**src/rtl/int_add_pkg.sv**
```systemverilog
package int_add_pkg;
  // op bit 1: immediate operand, op bit 0: carry-in enabled
  typedef enum logic [1:0] {
    ADD_RR  = 2'b00,
    ADD_RRC = 2'b01,
    ADD_RI  = 2'b10,
    ADD_RIC = 2'b11
  } add_op_e;

  typedef struct packed {
    logic cy;
    logic ov;
  } add_flags_t;
endpackage

```
**src/rtl/add_operand_sel.sv**
```systemverilog
module add_operand_sel
  import int_add_pkg::*;
#(
  parameter int WIDTH = 32,
  parameter int IMM_W = 16
) (
  input  add_op_e          op_i,
  input  logic [WIDTH-1:0] opb_i,
  input  logic [IMM_W-1:0] imm_i,
  input  logic             cy_i,
  output logic [WIDTH-1:0] b_o,
  output logic             cin_o
);
  logic [WIDTH-1:0] imm_ext;

  generate
    if (IMM_W < WIDTH) begin : g_sext
      assign imm_ext = {{(WIDTH-IMM_W){imm_i[IMM_W-1]}}, imm_i};
    end else begin : g_trunc
      assign imm_ext = imm_i[WIDTH-1:0];
    end
  endgenerate

  always_comb begin
    b_o   = (op_i == ADD_RI || op_i == ADD_RIC) ? imm_ext : opb_i;
    cin_o = (op_i == ADD_RRC || op_i == ADD_RIC) ? cy_i : 1'b0;
  end

  // plain variants never pass a carry through
  always_comb begin
    if (op_i == ADD_RR || op_i == ADD_RI)
      p_no_cin_plain_r1: assert (cin_o == 1'b0);
  end
endmodule

```
**src/rtl/add_core.sv**
```systemverilog
module add_core #(
  parameter int WIDTH = 32
) (
  input  logic [WIDTH-1:0] a_i,
  input  logic [WIDTH-1:0] b_i,
  input  logic             cin_i,
  output logic [WIDTH-1:0] sum_o,
  output logic             cy_o,
  output logic             ov_o
);
  localparam int LOW_W = WIDTH - 1;

  logic [LOW_W:0] low_sum;   // top bit is carry into MSB
  logic [1:0]     msb_sum;

  // split add exposes carry-in and carry-out of the sign bit
  always_comb begin
    low_sum = {1'b0, a_i[LOW_W-1:0]} + {1'b0, b_i[LOW_W-1:0]} + {{LOW_W{1'b0}}, cin_i};
    msb_sum = {1'b0, a_i[WIDTH-1]} + {1'b0, b_i[WIDTH-1]} + {1'b0, low_sum[LOW_W]};
    sum_o   = {msb_sum[0], low_sum[LOW_W-1:0]};
    cy_o    = msb_sum[1];
    ov_o    = msb_sum[1] ^ low_sum[LOW_W];
  end

  // split carry matches one wide addition
  always_comb begin
    p_carry_wide_r4: assert ({cy_o, sum_o} ==
      ({1'b0, a_i} + {1'b0, b_i} + {{WIDTH{1'b0}}, cin_i}));
  end
endmodule

```
**src/rtl/add_result_reg.sv**
```systemverilog
module add_result_reg
  import int_add_pkg::*;
#(
  parameter int WIDTH = 32
) (
  input  logic             clk_i,
  input  logic             rst_ni,
  input  logic             valid_i,
  input  logic [WIDTH-1:0] sum_i,
  input  add_flags_t       flags_i,
  input  logic             ove_i,
  output logic [WIDTH-1:0] sum_o,
  output add_flags_t       flags_o,
  output logic             we_o,
  output logic             exc_o
);
  always_ff @(posedge clk_i or negedge rst_ni) begin
    if (!rst_ni) begin
      sum_o   <= '0;
      flags_o <= '0;
      we_o    <= 1'b0;
      exc_o   <= 1'b0;
    end else begin
      we_o  <= valid_i;
      exc_o <= valid_i & ove_i & flags_i.ov;
      if (valid_i) begin
        sum_o   <= sum_i;
        flags_o <= flags_i;
      end
    end
  end
endmodule

```
**src/rtl/int_add_unit.sv**
```systemverilog
module int_add_unit
  import int_add_pkg::*;
#(
  parameter int WIDTH = 32,
  parameter int IMM_W = 16
) (
  input  logic             clk_i,
  input  logic             rst_ni,
  input  logic             valid_i,
  input  logic [1:0]       op_i,
  input  logic [WIDTH-1:0] opa_i,
  input  logic [WIDTH-1:0] opb_i,
  input  logic [IMM_W-1:0] imm_i,
  input  logic             cy_i,
  input  logic             ove_i,
  output logic [WIDTH-1:0] sum_o,
  output logic             cy_o,
  output logic             ov_o,
  output logic             flag_we_o,
  output logic             range_exc_o
);
  add_op_e          op;
  logic [WIDTH-1:0] b_sel;
  logic             cin;
  logic [WIDTH-1:0] sum_c;
  add_flags_t       flags_c, flags_q;

  assign op = add_op_e'(op_i);

  add_operand_sel #(.WIDTH(WIDTH), .IMM_W(IMM_W)) u_sel (
    .op_i  (op),
    .opb_i (opb_i),
    .imm_i (imm_i),
    .cy_i  (cy_i),
    .b_o   (b_sel),
    .cin_o (cin)
  );

  add_core #(.WIDTH(WIDTH)) u_core (
    .a_i   (opa_i),
    .b_i   (b_sel),
    .cin_i (cin),
    .sum_o (sum_c),
    .cy_o  (flags_c.cy),
    .ov_o  (flags_c.ov)
  );

  add_result_reg #(.WIDTH(WIDTH)) u_reg (
    .clk_i   (clk_i),
    .rst_ni  (rst_ni),
    .valid_i (valid_i),
    .sum_i   (sum_c),
    .flags_i (flags_c),
    .ove_i   (ove_i),
    .sum_o   (sum_o),
    .flags_o (flags_q),
    .we_o    (flag_we_o),
    .exc_o   (range_exc_o)
  );

  assign cy_o = flags_q.cy;
  assign ov_o = flags_q.ov;

  p_we_follows_valid_r7: assert property (@(posedge clk_i) disable iff (!rst_ni)
    valid_i |=> flag_we_o);
  p_idle_no_we_r8: assert property (@(posedge clk_i) disable iff (!rst_ni)
    !valid_i |=> !flag_we_o && !range_exc_o);
  p_idle_hold_r8: assert property (@(posedge clk_i) disable iff (!rst_ni)
    !valid_i |=> $stable(sum_o) && $stable(cy_o) && $stable(ov_o));
  p_exc_needs_ov_r6: assert property (@(posedge clk_i) disable iff (!rst_ni)
    range_exc_o |-> ov_o && flag_we_o);
  p_exc_needs_ove_r6: assert property (@(posedge clk_i) disable iff (!rst_ni)
    valid_i && !ove_i |=> !range_exc_o);
endmodule

```
**config.mk**
```make
export PLATFORM = sky130hd
export DESIGN_NAME = int_add_unit
export DESIGN_NICKNAME = d
export VERILOG_FILES = /design/src/rtl/int_add_pkg.sv /design/src/rtl/add_operand_sel.sv /design/src/rtl/add_core.sv /design/src/rtl/add_result_reg.sv /design/src/rtl/int_add_unit.sv
export SDC_FILE = /design/constraint.sdc
export NUM_CORES = 1
export LEC_CHECK = 0
export ABC_AREA = 1
export ABC_CLOCK_PERIOD_IN_PS = 800
export BUFFER_PORTS_ARGS = -buffer_cell sky130_fd_sc_hd__buf_2
export CORE_ASPECT_RATIO = 1.4
export CORE_MARGIN = 1.5
export CORE_UTILIZATION = 48
export CTS_CLUSTER_DIAMETER = 150
export DETAILED_ROUTE_END_ITERATION = 8
export GPL_TIMING_DRIVEN = 0
export PLACE_DENSITY_LB_ADDON = 0.08
export SLEW_MARGIN = 20
export SYNTH_ARGS = -nofsm -noshare
export SYNTH_HDL_FRONTEND = slang
export SYNTH_SLANG_ARGS = --single-unit
```
**constraint.sdc**
```tcl
create_clock -name clk_i -period 0.8 [get_ports clk_i]
set_clock_uncertainty 0.2 [all_clocks]
set_input_delay 0.08 -clock clk_i [delete_from_list [all_inputs] [get_ports clk_i]]
set_output_delay 0.08 -clock clk_i [all_outputs]
set_load 0.05 [all_outputs]
```
==> metrics.yaml, run 1 <==
drt:
  drcViolationCount: 0
  wl_per_cell_um: 17.22
  vias: 5421
  drt_iter0_drc: 391
  dr.pass1.iters: 7
  avgViaCountPerCell: 5.426
  routed_wl_mm: 17.20
  antenna_left: 0
sta:
  hold-worst-slack_ps: -412.3
  relSlewSlack_pct: 64.67
  slew_viol_final: 0
  fmax_ghz: 0.4148
  period_share_pct: 301.4
  setup_viol_count_final: 71
  hold_violations: 38
  fin_crit_ps: 2411
  setup_ws_ps: -1611
  rsz0062_at_grt: "true"
  fin_setup_tns_ps: -51750
  worst_pin_slew_ps: 529.9
logic_synthesis:
  ys_seq_elements: 36
  synth_top_family_by_area: "simple AND/OR/NAND/NOR gates"
  muxShareOfSynthArea_pct: 0.2458
  netlist_area_um2: 4073
  syn_area_per_cell_um2: 5.744
  synthAdderAreaFrac_pct: 10.69
  synth_fp_nets: 829
  synth_simple_gate_area_share_pct: 46.21
  syn_inst: 709
  synth_cell_types: 28
  yosysWarnings: 0
  ys_seq_area_share_pct: 22.12
  synth_xor_xnor_area_share_pct: 2.581
  synth_compound_area_share_pct: 6.052
placed_design:
  dp_slack_ps: -2060
  dpl_cell_area_um2: 5328
  gp_congestion: 0.8651
  portBuffers: 121
  hpwl_mm: 10.59
  dp.cells: 932
finish:
  instances_no_fill: 999
  final_nets: 1016
  stdcell_area_um2: 7033
  filler_cell_count: 457
  area_growth_pct: 72.69
  layout-drive-gt1-share_pct: 48.72
  diodes: 0
  utilization_pct: 85.79
clock_network:
  clock_sinks: 36
  htree_levels: 2
  clock_path_buffers: 2
  postCtsHoldBufs: 1
  cts_inserted_buffers: 5
  cts_tree: "done"
  path_clk_slew_ps: 60
  root_buffer: "clkbuf_16"
  clk_latency_ps: 280
die:
  dieArea_um2: 9054
  start_util_pct: 49.68
  rows: 39
  core_um2: 8198
  die_h_um: 112.0
  pin_count: 123
  die_x_um: 80.85
worst_setup_path:
  endpoint_kind: "register"
  cp_max_fo: 10
  cp_common_cell: "nand2_1"
  worst-r2r-cell-count: 3
  critPathBufInv: 5
  r2r_end: "u_reg.sum_o[13]"
  critPathSlowestCell: "fa_2"
  crit_family: "simple AND/OR/NAND/NOR gates"
  rr_startpoint: "u_reg.sum_o[13]"
  cp_data_required_time_ps: 770
  critPathMaxStageDelay_ps: 390
  r2r_slack_ps: -310
  critical_path_class: "primary input to register"
  startpoint_type: "primary input"
  arrival_ps: 2380
  crit_chain: "buf_12 > inv_8 > clkbuf_8 > nand2_1 > nand2_1 > ha_4 > nand2_4 > inv_1 > nand2_1 > nand2_1 > a21oi_2 > nand2_4 > nand2_4 > nand2_4 > fa_2 > inv_2 > nand3_2 > nand3_2 > nand2_1"
outcome:
  status: "complete, but fails checks"
  violations: "hold timing, setup timing"
pwr:
  power_mw: 13.14
  powerDensity_nw_per_um2: 1869
  p_leak_nw: 3.710
  worst_ir_drop_vdd_mv: 2.285
grt:
  grt_max_degree: 37
  grt_pass1_vias: 5175
  grt_antenna_before_repair: 0
  grt_overflow: 0
  grt_pass1_wl_mm: 23.76
  grt_use_total_pct: 34.23
worst_hold_path:
  min_path_type: "primary input to asynchronous set/reset pin"
flow_run:
  drv_cap: 0
flip-flops by register name, summed over array words and instances, names as in the netlist:
register / flops
u_reg.we_o: 1
u_reg.exc_o: 1
u_reg.sum_o: 32
u_reg.flags_o: 2
how the worst max path moves through the flow:
stage,cells past startpoint,endpoint,from,slack [ps]
final,19,u_reg.flags_o[0],op_i[1],-1610
after global routing,19,u_reg.flags_o[0],op_i[1],-1680
after CTS,20,u_reg.flags_o[0],op_i[1],-1470
after detailed placement,18,u_reg.flags_o[0],op_i[1],-2060
after global placement,18,u_reg.flags_o[0],op_i[1],-1930
after floorplan,16,u_reg.flags_o[0],op_i[1],-1650
cells in the final DEF, fill, tap and decap left out, drive strengths merged, types with 5 or more instances in the layout:
cell type and n:
nand3b 5, nand3 44, o21ai 18, xnor2 12, clkbuf 15, nor2 75
buf 182, nand2 321, a21oi 23, inv 117, dfrtp 36, ha 30
report_power, final:
group / internal [mW] / switching, mW
clock: 2.10 / 0.809
sequential: 2.25 / 0.333
combinational: 3.13 / 4.51
what timing repair did:
item,CTS,global route
gates cloned,2,0
resized for setup,185,63
pin swaps,36,11
setup endpoints to repair,71,104
buffers inserted,32,24
hold endpoints to repair,38,38
cell families (layout without fill, tap and decap cells):
family / Yosys count / in the layout
adder cells (fa/ha/maj): 33 / 33
AO/OA/AOI/OAI: 45 / 45
XOR/XNOR: 12 / 12
buffers and inverters: 130 / 318
AND/OR/NAND/NOR: 452 / 452
multiplexers: 1 / 1
flip-flops: 36 / 36
layout make-up:
type	count	area, µm²	area share (%)
flip-flops and latches	36	944.7	13.43
clock inverters	3	90.09	1.281
multi-input cells	543	3779	53.73
well taps	102	127.6	1.815
clock buffers	5	125.1	1.779
inverters	117	449.2	6.387
repair buffers	180	1394	19.82
plain buffers	13	123.9	1.761
Yosys cell counts:
library cell	number	area (µm²)
ha_1	30	375.4
o21ai_1	6	30.03
o21ai_0	12	60.06
dfrtp_1	36	900.9
a21o_1	1	7.510
a21oi_1	20	100.1
nand2_2	9	56.30
nand3b_2	1	11.26
nand4_1	3	18.77
inv_2	4	15.01
inv_1	113	424.2
clkbuf_1	9	33.78
nand3_2	3	30.03
nand2_1	306	1149
and2_1	1	6.260
xnor2_1	12	105.1
nor3_1	2	10.01
nand3_1	41	205.2
fa_1	3	60.06
or2_1	1	6.260
nand3b_1	4	30.03
a21oi_2	3	26.28
nor2_1	71	266.5
mux2i_1	1	10.01
buf_2	4	20.02
nand2_4	6	67.56
nor2_2	4	25.02
o21bai_1	3	22.52
per-layer routing:
metal	wire length [µm]	global-route usage (%)	vias up
met2	9526	64.17	296
met5	0	0	-
met4	1339	22.76	0
li1	-	-	2522
met3	828	4.180	104
met1	5507	33.50	2499
worst reg2reg max path, stage by stage, from the launching register on:
cell and delay, ps:
dfrtp_2 430, buf_4 140, nand2_1 80, o21ai_1 110
Note: power is estimated with default switching activity, not from simulation.
==> inputs of run 2 (changes only) <==
--- a/config.mk
+++ b/config.mk
@@ -15,6 +15,7 @@
 export DETAILED_ROUTE_END_ITERATION = 8
 export GPL_TIMING_DRIVEN = 0
 export PLACE_DENSITY_LB_ADDON = 0.08
+export SETUP_SLACK_MARGIN = 0.1
 export SLEW_MARGIN = 20
 export SYNTH_ARGS = -nofsm -noshare
 export SYNTH_HDL_FRONTEND = slang
==> run 2 against run 1 <==
The flow still finishes with violations (hold timing, setup timing). Highest routed layer unchanged. Global-route usage decreased by 1.3 points. Fmax rose by 1.9%. Utilization is 0.47 points higher. Sequential power about the same. Critical endpoint unchanged.
==> metrics.yaml, run 2 (synthesis gave the netlist of run 1 again) <==
worst_setup_path:
  arrival_ps: 2310
  endpoint_kind: "register"
  worst-r2r-cell-count: 3
  critical_path_class: "primary input to register"
  startpoint_type: "primary input"
  cp_data_required_time_ps: 750
  endpoint: "u_reg.flags_o[0]"
  critPathLaunch: "op_i[1]"
  r2r_slack_ps: -300
  r2r_end: "u_reg.sum_o[11]"
  cp_max_fo: 10
  rr_startpoint: "u_reg.sum_o[11]"
finish:
  top_regs: "u_reg.sum_o (32), u_reg.flags_o (2)"
  diodes: 0
  final_nets: 1009
  area_growth_pct: 73.64
  final_common_cell: "nand2_1"
  multi_input_area_um2: 3870
  utilization_pct: 86.26
  layout_common_cells: "nand2_1, inv_1, buf_2, nand2_2, buf_6"
  filler_cell_count: 451
  layout-drive-gt1-share_pct: 51.12
  largest_reg_flops: 32
  regMostFlops: "u_reg.sum_o"
  regArea_um2: 944.7
drt:
  antenna_left: 0
  avgViaCountPerCell: 5.343
  dr.pass1.iters: 5
  routed_wl_mm: 16.63
  wl_per_cell_um: 16.77
  vias: 5300
  drt_iter0_drc: 252
  drcViolationCount: 0
die:
  start_util_pct: 49.68
  die_h_um: 112.0
  die_x_um: 80.85
  dieArea_um2: 9054
  pin_count: 123
  core_um2: 8198
  rows: 39
sta:
  rsz0062_at_grt: "true"
  slew_viol_final: 0
  setup_ws_ps: -1566
  period_share_pct: 295.7
  relSlewSlack_pct: 64.98
  setup_viol_count_final: 71
  hold_violations: 38
  hold-worst-slack_ps: -403.0
  fmax_ghz: 0.4227
  fin_crit_ps: 2366
  worst_pin_slew_ps: 525.3
placed_design:
  gp_congestion: 0.8651
  portBuffers: 121
  hpwl_mm: 10.59
clock_network:
  cts_inserted_buffers: 5
  clock_path_buffers: 2
  clk_latency_ps: 280
  cts_tree: "done"
  root_buffer: "clkbuf_16"
  path_clk_slew_ps: 60
  clock_sinks: 36
  htree_levels: 2
grt:
  grt_overflow: 0
  grt_use_total_pct: 32.91
  grt_antenna_before_repair: 0
  grt_pass1_wl_mm: 22.87
  grt_max_degree: 37
  grt_pass1_vias: 5009
pwr:
  p_leak_nw: 3.677
  worst_ir_drop_vdd_mv: 2.436
  powerDensity_nw_per_um2: 1858
flow_run:
  drv_cap: 0
worst_hold_path:
  min_path_type: "primary input to asynchronous set/reset pin"
outcome:
  status: "complete, but fails checks"
  violations: "hold timing, setup timing"
run 2: per-layer routing:
metal	wire [µm]	vias to the layer above	track usage [%]
li1	-	2517	-
met1	5513	2465	32.65
met2	9362	229	64.39
met3	735	89	4.098
met4	1022	0	15.17
met5	0	-	0
run 2: report_power, final:
part	switching, mW	internal (mW)
registers	0.330	2.25
clock network	0.796	2.10
logic	4.53	3.12
total	5.66	7.48
run 2: stage by stage:
| step | worst slack, ps | setup TNS, ps | total power, mW | cells | instance area [µm²] |
|---|---|---|---|---|---|
| 4_1_cts | -1467 | -48130 | 12.16 | 974 | 6608 |
| 6_report | -1566 | -50560 | 13.14 | 992 | 7072 |
| 3_3_place_gp | -1930 | -51400 | 7.720 | 932 | 5328 |
| 5_1_grt | -1665 | -53230 | 13.64 | 992 | 7072 |
| 3_5_place_dp | -2060 | -54300 | 7.824 | 932 | 5328 |
| 2_1_floorplan | -1654 | -36880 | 6.409 | 709 | 4594 |
run 2: worst min-delay path by stage:
stage	endpoint	slack (ps)	start	cells after the start
global placement	u_reg.sum_o[3]	-20	rst_ni	1
floorplan	u_reg.exc_o	-420	rst_ni	0
CTS	u_reg.sum_o[4]	-290	rst_ni	1
detailed placement	u_reg.sum_o[4]	-0.5	rst_ni	1
global route	u_reg.sum_o[2]	-380	rst_ni	1
finish	u_reg.sum_o[2]	-400	rst_ni	1
run 2: area by class of cell:
| cell class | instances | share of cell area (%) |
|---|---|---|
| inverters | 117 | 6.352 |
| well taps | 102 | 1.805 |
| flip-flops and latches | 36 | 13.36 |
| repair buffers | 173 | 18.95 |
| plain buffers | 13 | 1.769 |
| clock inverters | 3 | 1.274 |
| multi-input cells | 543 | 54.72 |
| clock buffers | 5 | 1.769 |
run 2: critical path, stage by stage:
cell and delay [ps]:
buf_12 120, clkbuf_8 160, nand2_1 80, nand2_1 90
ha_4 250, nand2_1 60, nand2_1 110, inv_1 80
nand2_1 80, a21oi_2 200, nand2_4 100, nand2_4 100
nand2_4 60, fa_2 390, inv_2 100, nand3_2 80
nand3_2 60, nand2_1 100
run 2: timing repair:
action	in CTS	in global routing
cloned	2	0
endpoints found under the setup margin	71	107
setup buffers	32	18
pin swaps	36	34
resized for setup	185	93
hold endpoints to repair	38	38
